File: src/rtl/eprom_rd_pkg.sv
package eprom_rd_pkg;

    typedef enum logic [1:0] {
        RD_STANDBY = 2'd0,
        RD_ACCESS  = 2'd1,
        RD_FLOAT   = 2'd2
    } rd_state_e;

    typedef struct packed {
        logic ce_n;
        logic oe_n;
    } rd_pins_t;

    localparam int unsigned NUM_TMR = 5;
    localparam int unsigned TMR_ACC = 0;
    localparam int unsigned TMR_CE  = 1;
    localparam int unsigned TMR_OE  = 2;
    localparam int unsigned TMR_LAG = 3;
    localparam int unsigned TMR_DF  = 4;

    function automatic int unsigned ns_to_cycles(input int unsigned ns,
                                                 input int unsigned period_ps);
        return (ns * 1000 + period_ps - 1) / period_ps;
    endfunction

    function automatic int unsigned max_u(input int unsigned a, input int unsigned b);
        return (a > b) ? a : b;
    endfunction

endpackage

File: src/rtl/eprom_delay_timer.sv
module eprom_delay_timer #(
    parameter int unsigned THRESH = 1
) (
    input  logic clk,
    input  logic rst,
    input  logic run,
    output logic done
);
    localparam int unsigned W = $clog2(THRESH + 1) + 1;
    localparam logic [W-1:0] LAST = (THRESH == 0) ? '0 : W'(THRESH - 1);

    logic [W-1:0] cnt;

    // Counts edges seen while run is held; done means THRESH periods have
    // elapsed at the coming edge.
    always_ff @(posedge clk) begin
        if (rst || !run) begin
            cnt <= '0;
        end else if (cnt < LAST) begin
            cnt <= cnt + 1'b1;
        end
    end

    assign done = run && (cnt >= LAST);

endmodule

File: src/rtl/eprom_rd_seq.sv
module eprom_rd_seq
    import eprom_rd_pkg::*;
#(
    parameter int unsigned ADDR_W   = 18,
    parameter bit          LAG_ZERO = 1'b0
) (
    input  logic               clk,
    input  logic               rst,
    input  logic               req_valid,
    input  logic [ADDR_W-1:0]  req_addr,
    output logic               req_rdy,
    output logic [ADDR_W-1:0]  mem_addr,
    output logic               mem_ce_n,
    output logic               mem_oe_n,
    input  logic [NUM_TMR-1:0] tmr_done,
    output logic [NUM_TMR-1:0] tmr_run,
    output logic               cap_en,
    output logic               bus_idle
);
    rd_state_e          state;
    rd_pins_t           pins;
    logic [ADDR_W-1:0]  addr_q;

    assign cap_en = (state == RD_ACCESS) && tmr_done[TMR_ACC]
                  && tmr_done[TMR_CE] && tmr_done[TMR_OE];

    always_ff @(posedge clk) begin
        if (rst) begin
            state <= RD_STANDBY;
            pins  <= '{ce_n: 1'b1, oe_n: 1'b1};
            addr_q <= '0;
        end else begin
            case (state)
                RD_STANDBY: begin
                    if (req_valid) begin
                        addr_q    <= req_addr;
                        pins.ce_n <= 1'b0;
                        pins.oe_n <= !LAG_ZERO;
                        state     <= RD_ACCESS;
                    end
                end
                RD_ACCESS: begin
                    if (cap_en) begin
                        pins  <= '{ce_n: 1'b1, oe_n: 1'b1};
                        state <= RD_FLOAT;
                    end else if (pins.oe_n && tmr_done[TMR_LAG]) begin
                        pins.oe_n <= 1'b0;
                    end
                end
                RD_FLOAT: begin
                    if (tmr_done[TMR_DF]) begin
                        state <= RD_STANDBY;
                    end
                end
                default: state <= RD_STANDBY;
            endcase
        end
    end

    always_comb begin
        tmr_run          = '0;
        tmr_run[TMR_ACC] = (state == RD_ACCESS);
        tmr_run[TMR_CE]  = !pins.ce_n;
        tmr_run[TMR_LAG] = !pins.ce_n;
        tmr_run[TMR_OE]  = !pins.oe_n;
        tmr_run[TMR_DF]  = (state == RD_FLOAT);
    end

    assign req_rdy  = (state == RD_STANDBY);
    assign bus_idle = (state == RD_STANDBY);
    assign mem_addr = addr_q;
    assign mem_ce_n = pins.ce_n;
    assign mem_oe_n = pins.oe_n;

    // output enable only inside an active chip select
    p_oe_inside_ce_r10: assert property (@(posedge clk) disable iff (rst)
        !mem_oe_n |-> !mem_ce_n);

    // address frozen while selected
    p_addr_hold_r7: assert property (@(posedge clk) disable iff (rst)
        (!mem_ce_n && $past(!mem_ce_n)) |-> $stable(mem_addr));

    // ready implies standby
    p_standby_r9: assert property (@(posedge clk) disable iff (rst)
        req_rdy |-> (mem_ce_n && mem_oe_n));

    // accepted address reaches the pins next cycle with CE low
    p_accept_r2: assert property (@(posedge clk) disable iff (rst)
        (req_valid && req_rdy) |=> (!mem_ce_n && mem_addr == $past(req_addr)));

    // release of CE opens a gap, no acceptance at that point
    p_gap_after_release_r8: assert property (@(posedge clk) disable iff (rst)
        $rose(mem_ce_n) |-> !req_rdy);

endmodule

File: src/rtl/eprom_rd_capture.sv
module eprom_rd_capture #(
    parameter int unsigned DATA_W = 16
) (
    input  logic              clk,
    input  logic              rst,
    input  logic              cap_en,
    input  logic [DATA_W-1:0] mem_dq,
    output logic              rsp_valid,
    output logic [DATA_W-1:0] rsp_data
);
    always_ff @(posedge clk) begin
        if (rst) begin
            rsp_valid <= 1'b0;
            rsp_data  <= '0;
        end else begin
            rsp_valid <= cap_en;
            if (cap_en) begin
                rsp_data <= mem_dq;
            end
        end
    end

    // strobe lasts a single cycle
    p_single_strobe_r6: assert property (@(posedge clk) disable iff (rst)
        rsp_valid |=> !rsp_valid);

    // data held between captures
    p_data_hold_r5: assert property (@(posedge clk) disable iff (rst)
        !$past(cap_en) |-> $stable(rsp_data));

endmodule

File: src/rtl/eprom_rd_ctrl.sv
module eprom_rd_ctrl
    import eprom_rd_pkg::*;
#(
    parameter int unsigned ADDR_W        = 18,
    parameter int unsigned DATA_W        = 16,
    parameter int unsigned CLK_PERIOD_PS = 10000,
    parameter int unsigned T_ACC_NS      = 120,
    parameter int unsigned T_CE_NS       = 120,
    parameter int unsigned T_OE_NS       = 35,
    parameter int unsigned T_DF_NS       = 30,
    parameter int unsigned OE_LAG_CYC    = 2
) (
    input  logic              clk,
    input  logic              rst,
    input  logic              req_valid,
    input  logic [ADDR_W-1:0] req_addr,
    output logic              req_rdy,
    output logic              rsp_valid,
    output logic [DATA_W-1:0] rsp_data,
    output logic [ADDR_W-1:0] mem_addr,
    output logic              mem_ce_n,
    output logic              mem_oe_n,
    input  logic [DATA_W-1:0] mem_dq,
    output logic              bus_idle
);
    localparam int unsigned ACC_C = ns_to_cycles(T_ACC_NS, CLK_PERIOD_PS);
    localparam int unsigned CE_C  = ns_to_cycles(T_CE_NS,  CLK_PERIOD_PS);
    localparam int unsigned OE_C  = ns_to_cycles(T_OE_NS,  CLK_PERIOD_PS);
    localparam int unsigned DF_C  = ns_to_cycles(T_DF_NS,  CLK_PERIOD_PS);
    localparam int unsigned THR [NUM_TMR] = '{ACC_C, CE_C, OE_C, OE_LAG_CYC, DF_C};

    logic [NUM_TMR-1:0] tmr_run;
    logic [NUM_TMR-1:0] tmr_done;
    logic               cap_en;

    eprom_rd_seq #(
        .ADDR_W   (ADDR_W),
        .LAG_ZERO (OE_LAG_CYC == 0)
    ) u_seq (
        .clk       (clk),
        .rst       (rst),
        .req_valid (req_valid),
        .req_addr  (req_addr),
        .req_rdy   (req_rdy),
        .mem_addr  (mem_addr),
        .mem_ce_n  (mem_ce_n),
        .mem_oe_n  (mem_oe_n),
        .tmr_done  (tmr_done),
        .tmr_run   (tmr_run),
        .cap_en    (cap_en),
        .bus_idle  (bus_idle)
    );

    for (genvar g = 0; g < NUM_TMR; g++) begin : g_tmr
        eprom_delay_timer #(
            .THRESH (THR[g])
        ) u_tmr (
            .clk  (clk),
            .rst  (rst),
            .run  (tmr_run[g]),
            .done (tmr_done[g])
        );
    end

    eprom_rd_capture #(
        .DATA_W (DATA_W)
    ) u_cap (
        .clk       (clk),
        .rst       (rst),
        .cap_en    (cap_en),
        .mem_dq    (mem_dq),
        .rsp_valid (rsp_valid),
        .rsp_data  (rsp_data)
    );

    // controls already released when the strobe is seen
    p_released_at_strobe_r6: assert property (@(posedge clk) disable iff (rst)
        rsp_valid |-> (mem_ce_n && mem_oe_n));

    // bus stays reserved while the strobe is out
    p_no_idle_at_strobe_r8: assert property (@(posedge clk) disable iff (rst)
        rsp_valid |-> !bus_idle);

endmodule

File: config.mk
export PLATFORM = sky130hd
export DESIGN_NAME = eprom_rd_ctrl
export DESIGN_NICKNAME = d
export VERILOG_FILES = /design/src/rtl/eprom_rd_pkg.sv /design/src/rtl/eprom_delay_timer.sv /design/src/rtl/eprom_rd_seq.sv /design/src/rtl/eprom_rd_capture.sv /design/src/rtl/eprom_rd_ctrl.sv
export SDC_FILE = /design/constraint.sdc
export NUM_CORES = 1
export LEC_CHECK = 0
export BUFFER_PORTS_ARGS = -buffer_cell sky130_fd_sc_hd__buf_2
export CELL_PAD_IN_SITES_DETAIL_PLACEMENT = 1
export CELL_PAD_IN_SITES_GLOBAL_PLACEMENT = 1
export CORE_ASPECT_RATIO = 0.75
export CORE_MARGIN = 3
export CORE_UTILIZATION = 33
export DETAILED_ROUTE_END_ITERATION = 10
export HOLD_SLACK_MARGIN = 0.03
export PLACE_DENSITY = 0.71
export SKIP_CTS_REPAIR_TIMING = 1
export SLEW_MARGIN = 20
export SYNTH_ARGS = -nofsm -noshare
export SYNTH_HDL_FRONTEND = slang
export SYNTH_HIERARCHICAL = 1
export SYNTH_SLANG_ARGS = --single-unit
File: constraint.sdc
create_clock -name clk -period 1.9 [get_ports clk]
set_input_delay 0.285 -clock clk [delete_from_list [all_inputs] [get_ports clk]]
set_output_delay 0.285 -clock clk [all_outputs]
set_load 0.02 [all_outputs]
Word-level counts from Yosys, hierarchy flattened
Cells that the tools add are included.

Bits of input ports: 37. Bits in registers: 59. Output and inout port bits: 39.

Multiplexer cells: 8. Reductions and logical operators: 23. Add/sub/neg operators: 5. $lt $le $gt $ge: 10. Eq/ne operators: 6.

Operator list (number): adder 5 x 1 -> 5 bit, second input constant (2); greater-or-equal comparator 5 x 4 -> 1 bit, second input constant (2); < comparator 5 x 4 -> 1 bit, second input constant (2); logical AND 1 bit (9); AND reduction 3 bit (3); adder 3 x 1 -> 3 bit, second input constant (2); two-way mux 2 bit (3); one-hot mux 2 bit (3 select lines) (1); adder 4 x 1 -> 4 bit, second input constant (1); greater-or-equal comparator 4 x 2 -> 1 bit, second input constant (1); logical NOT 1 bit (4); logical OR 1 bit (4); < comparator 4 x 2 -> 1 bit, second input constant (1); inequality test 2 bit, second input constant (2); one-hot mux 2 bit (2 select lines) (1); greater-or-equal comparator 3 x 1 -> 1 bit, second input constant (1); greater-or-equal comparator 3 x 2 -> 1 bit, second input constant (1); < comparator 3 x 1 -> 1 bit, second input constant (1); < comparator 3 x 2 -> 1 bit, second input constant (1); two-way mux 1 bit (3); inequality test 3 x 2 -> 1 bit, second input constant (1); equality test 2 x 1 -> 1 bit, second input constant (1); equality test 2 bit, second input constant (1); logical NOT 2 bit (1); other kinds (3) (3).

Depth between registers and ports, before layout
Word-level depth: 7. Mapped depth: 10. Gate-level depth less buffers: 7.

Hierarchy
The synthesis kept the hierarchy.

By module, submodules not included: eprom_rd_seq (times used 1, cells each 103, area an instance 848.3 sq um); eprom_rd_capture (times used 1, cells each 54, area an instance 608.1 sq um); eprom_delay_timer at g_tmr[0].u_tmr ... (times used 2, cells each 26, area an instance 234.0 sq um); eprom_delay_timer at g_tmr[2].u_tmr (times used 1, cells each 17, area an instance 166.4 sq um); eprom_delay_timer at g_tmr[3].u_tmr (times used 1, cells each 15, area an instance 147.6 sq um); eprom_delay_timer at g_tmr[4].u_tmr (times used 1, cells each 15, area an instance 132.6 sq um).

Least setup slack after synthesis
No wires, ideal clock.

Path kind: register -> register. Start: reg g_tmr[1].u_tmr.cnt[0]. End: reg u_cap.rsp_data[10]. Data required time: 1.783 ns. Stages on the path, launching flop included: 10. Path slack: 0.002 ns. Buffers on the path: 2. Arrival time: 1.781 ns. Period minus slack after synthesis: 1.898 ns. Cells stage by stage: dfxtp_1 -> ha_1 -> a2111oi_2 -> nor2_1 -> nand3_1 -> nor3b_1 -> buf_6 -> buf_12 -> mux2i_1 -> nor2_1.

Longest elaborated chain between the ends: 4.

RTL lines: start, declared (line eprom_delay_timer.sv:12) `logic [W-1:0] cnt;`; start signal, assigned (line eprom_delay_timer.sv:20) `cnt <= cnt + 1'b1;`; greater-or-equal comparator 5 x 4 -> 1 bit (line eprom_delay_timer.sv:24) `assign done = run && (cnt >= LAST);`; logical AND 1 bit (line eprom_delay_timer.sv:24); net tmr_done[1] (line eprom_rd_ctrl.sv:33) `logic [NUM_TMR-1:0] tmr_done;`; logical AND 1 bit (2 in a row) (line eprom_rd_seq.sv:25) `&& tmr_done[TMR_CE] && tmr_done[TMR_OE];`; net cap_en (line eprom_rd_ctrl.sv:34) `logic cap_en;`; end signal, assigned (line eprom_rd_capture.sv:18) `rsp_data <= mem_dq;`; end, declared (line eprom_rd_capture.sv:9) `output logic [DATA_W-1:0] rsp_data`.

The timed path passes the listed nets, and every way through them passes these cells. A chain may end at the register's enable or synchronous reset.

Worst setup path after layout
Start: reg g_tmr[0].u_tmr.cnt[0]. End: reg u_seq.pins, in the netlist u_seq/mem_oe_n.

Longest elaborated chain between the ends: 7. Elaborated cells on any way between the ends: 9.

RTL lines: start, declared (line eprom_delay_timer.sv:12); start signal, assigned (line eprom_delay_timer.sv:20); greater-or-equal comparator 5 x 4 -> 1 bit (*) (line eprom_delay_timer.sv:24); logical AND 1 bit (*) (line eprom_delay_timer.sv:24); net tmr_done[0] (line eprom_rd_ctrl.sv:33); logical AND 1 bit (*) (line eprom_rd_seq.sv:24) `assign cap_en = (state == RD_ACCESS) && tmr_done[TMR_ACC]`; logical AND 1 bit (*) (2 in a row) (line eprom_rd_seq.sv:25); net cap_en (line eprom_rd_ctrl.sv:34); inequality test 3 x 2 -> 1 bit (no source line) or two-way mux 1 bit (tied branches); AND reduction 3 bit (no source line) or one-hot mux 2 bit (2 select lines) (tied branches); end signal, assigned (line eprom_rd_seq.sv:30) `pins <= '{ce_n: 1'b1, oe_n: 1'b1};`; end signal, assigned (line eprom_rd_seq.sv:44) `pins <= '{ce_n: 1'b1, oe_n: 1'b1};`; end, declared (line eprom_rd_seq.sv:21) `rd_pins_t pins;`.

Mark *: on every way through the listed nets, which the timed path passes. The rest lies on a longest branch.

==> run metrics <==
largest net degree at the start of global routing=25; Peak supply drop=0.397 mV; die height=79.4 um; vias per std cell=4.69; DP Wirelength=4.34 mm; Hold Crit Class=input port to flip-flop; H-tree levels=3; headroom to the max-slew limit=73.2%; drt initial violations=50; CTS tree=done; Pins Over Slew Limit=0; Layout Skew=7.08 ps; Post-Synthesis Mean Instance Area=9.26 um2; cell row count=26; # IOs=76; crit share post-route=94.6%; Fmax=0.556 GHz; critical path data required time=2110 ps; PD cells=929 nW/um2; Starting Density=34.4%; Setup Viol. Count Final=0; switching power=638 uW; # nets final=386; Post-Syn Area=2370 um2; Remaining Overflow, GRT=0; P_int=2.26 mW; outcome=complete, no violations; Post-synth EDFFs=0; register area share after synthesis=49.8%; CTS clk-pin slew, worst paths=70 ps; routed len/inst=13.7 um; fraction of registers with async set/reset=0%; clock latency on the worst-skew pair=330 ps; #FFs+latches synth=59; Synth Warn #=6; area growth from synthesis to layout=31.8%; final WL=6.09 mm; via count=2093; clk buf depth=2; Total GRT Usage=15.2%; diodes inserted=0; commonest non-fill, non-tap cell in the layout=buf_2; RSZ-0062 raised after global routing=no; worst slew pin tran=402 ps; DIE AREA=8250 um2; first-pass GRT wire length=10.1 mm; Die W=104 um; setup tns final=0 ps; Port Buffer Count=75; Primary FF master, synth=dfxtp_1; layout cell share with drive strength beyond 1=32.2%; Mapped Cells=256; Num Clock Sinks=59; First-pass DRT Iterations=4; crit-path cells=ha_1 > a2111oi_2 > nor2_1 > nand3_1 > nor3b_2 > or4_1; switching share of power=22.0%; CTS Root Cell=clkbuf_8; CP max FO=3; initial antenna violation count=0; Num CTS Buffers=9; Comb pwr share=7.8%; Arr. time, crit path=2000 ps; Crit path largest cell delay=500 ps; gpl congestion=0.748; vias in the first global route=2194; Cell variety after synth=34; remaining design rule violation count=0; CP Class=flip-flop to flip-flop; max-cap viol count=0; clock power share=47.8%; crit start category=flip-flop; Final min period=1800 ps; Placeable Area=6900 um2; Reg power frac=44.3%; final hold vios=0; CP Capture Type=flip-flop; static leakage=1.34 nW; hold slack=182 ps; commonest non-fill, non-tap cells in the layout=buf_2, dfxtp_1, nand2_1, a21oi_1, nor2_1; Mapped Nets=299; Routed Antenna Nets=0; slowest CP cell=or4_1
## cell usage after synthesis (3+ instances only)
cell type	instances	share of area [%]
a21oi_1	32	6.8
o21ai_0	9	1.9
nand3_1	3	0.63
nand2_1	36	5.7
mux2i_1	16	6.8
buf_4	4	1.3
a31oi_1	4	1.1
inv_1	11	1.7
nor2_1	28	4.4
dfxtp_1	59	50
buf_6	3	1.4
nand2b_1	8	2.1
nor3_1	3	0.63
ha_1	6	3.2
nor2b_1	3	0.79
## power by group through the flow
stage               clock network, mW  logic, mW  registers (mW)
floorplan                           0      0.105            1.35
global placement                    0      0.224            1.31
detailed placement                  0      0.230            1.31
CTS                              1.43      0.232            1.29
global route                     1.49      0.255            1.29
finish                           1.39      0.227            1.29
## cell families after synthesis
logic type	share of synthesized area, %
adders and majority gates	3.17
buffers and inverters	6.02
muxes	6.75
AOI/OAI and AO/OA	15.4
and+or+nand+nor	18.9
DFF	49.8
## registers in the layout, summed over array words and instances, names as in the netlist
name and flops:
u_cap/rsp_valid 1, u_seq/mem_ce_n 1, u_seq/state 2, u_seq/mem_addr 18, g_tmr.u_tmr/cnt 20, u_cap/rsp_data 16, u_seq/mem_oe_n 1
## through the flow
stage | std cells | setup WS, ps | instance area [um2] | total power [mW] | utilization [%]
after floorplan | 256 | 1.77 | 2370 | 1.45 | -
after global placement | 430 | 121 | 2880 | 1.54 | 41.8
after detailed placement | 430 | 94.1 | 2880 | 1.54 | 41.8
after CTS | 446 | 77.5 | 3120 | 2.95 | 45.3
after global routing | 446 | 0.974 | 3120 | 3.03 | 45.3
final | 446 | 102 | 3120 | 2.90 | 45.3
## worst paths after layout
path / slack (ps) / end / start / cells past startpoint
max: 100 / u_seq/mem_oe_n / g_tmr[0].u_tmr/cnt[0] / 6
min reg2reg: 450 / u_seq/mem_addr[0] / u_seq/mem_addr[0] / 2
max reg2reg: 100 / u_seq/mem_oe_n / g_tmr[0].u_tmr/cnt[0] / 6
min: 180 / u_seq/mem_addr[12] / req_addr[12] / 3
## critical path: cells and delay by family (launching register included)
family	cells	cell delay, ps
adders and majority gates	1	230
DFF	1	320
and+or+nand+nor	4	780
AOI/OAI and AO/OA	1	340
## area by class of cell
| class | instances | area [um2] |
|---|---|---|
| Clock buffer | 11 | 141 |
| Tap cell | 98 | 123 |
| Clock inverter | 5 | 100 |
| Sequential cell | 59 | 1180 |
| Fill cell | 853 | 3770 |
| Timing Repair Buffer | 88 | 485 |
| Multi-Input combinational cell | 174 | 1050 |
| Inverter | 11 | 41.3 |
## metal layers
metal / part of all wire (%) / track usage, % / vias up
met5: 0 / 0 / -
met4: 0.99 / 5.18 / 0
met3: 5.9 / 6.06 / 4
met2: 49 / 25.8 / 44
met1: 44 / 17.7 / 995
li1: - / - / 1050
No activity file was read; power rests on OpenSTA's default activity.
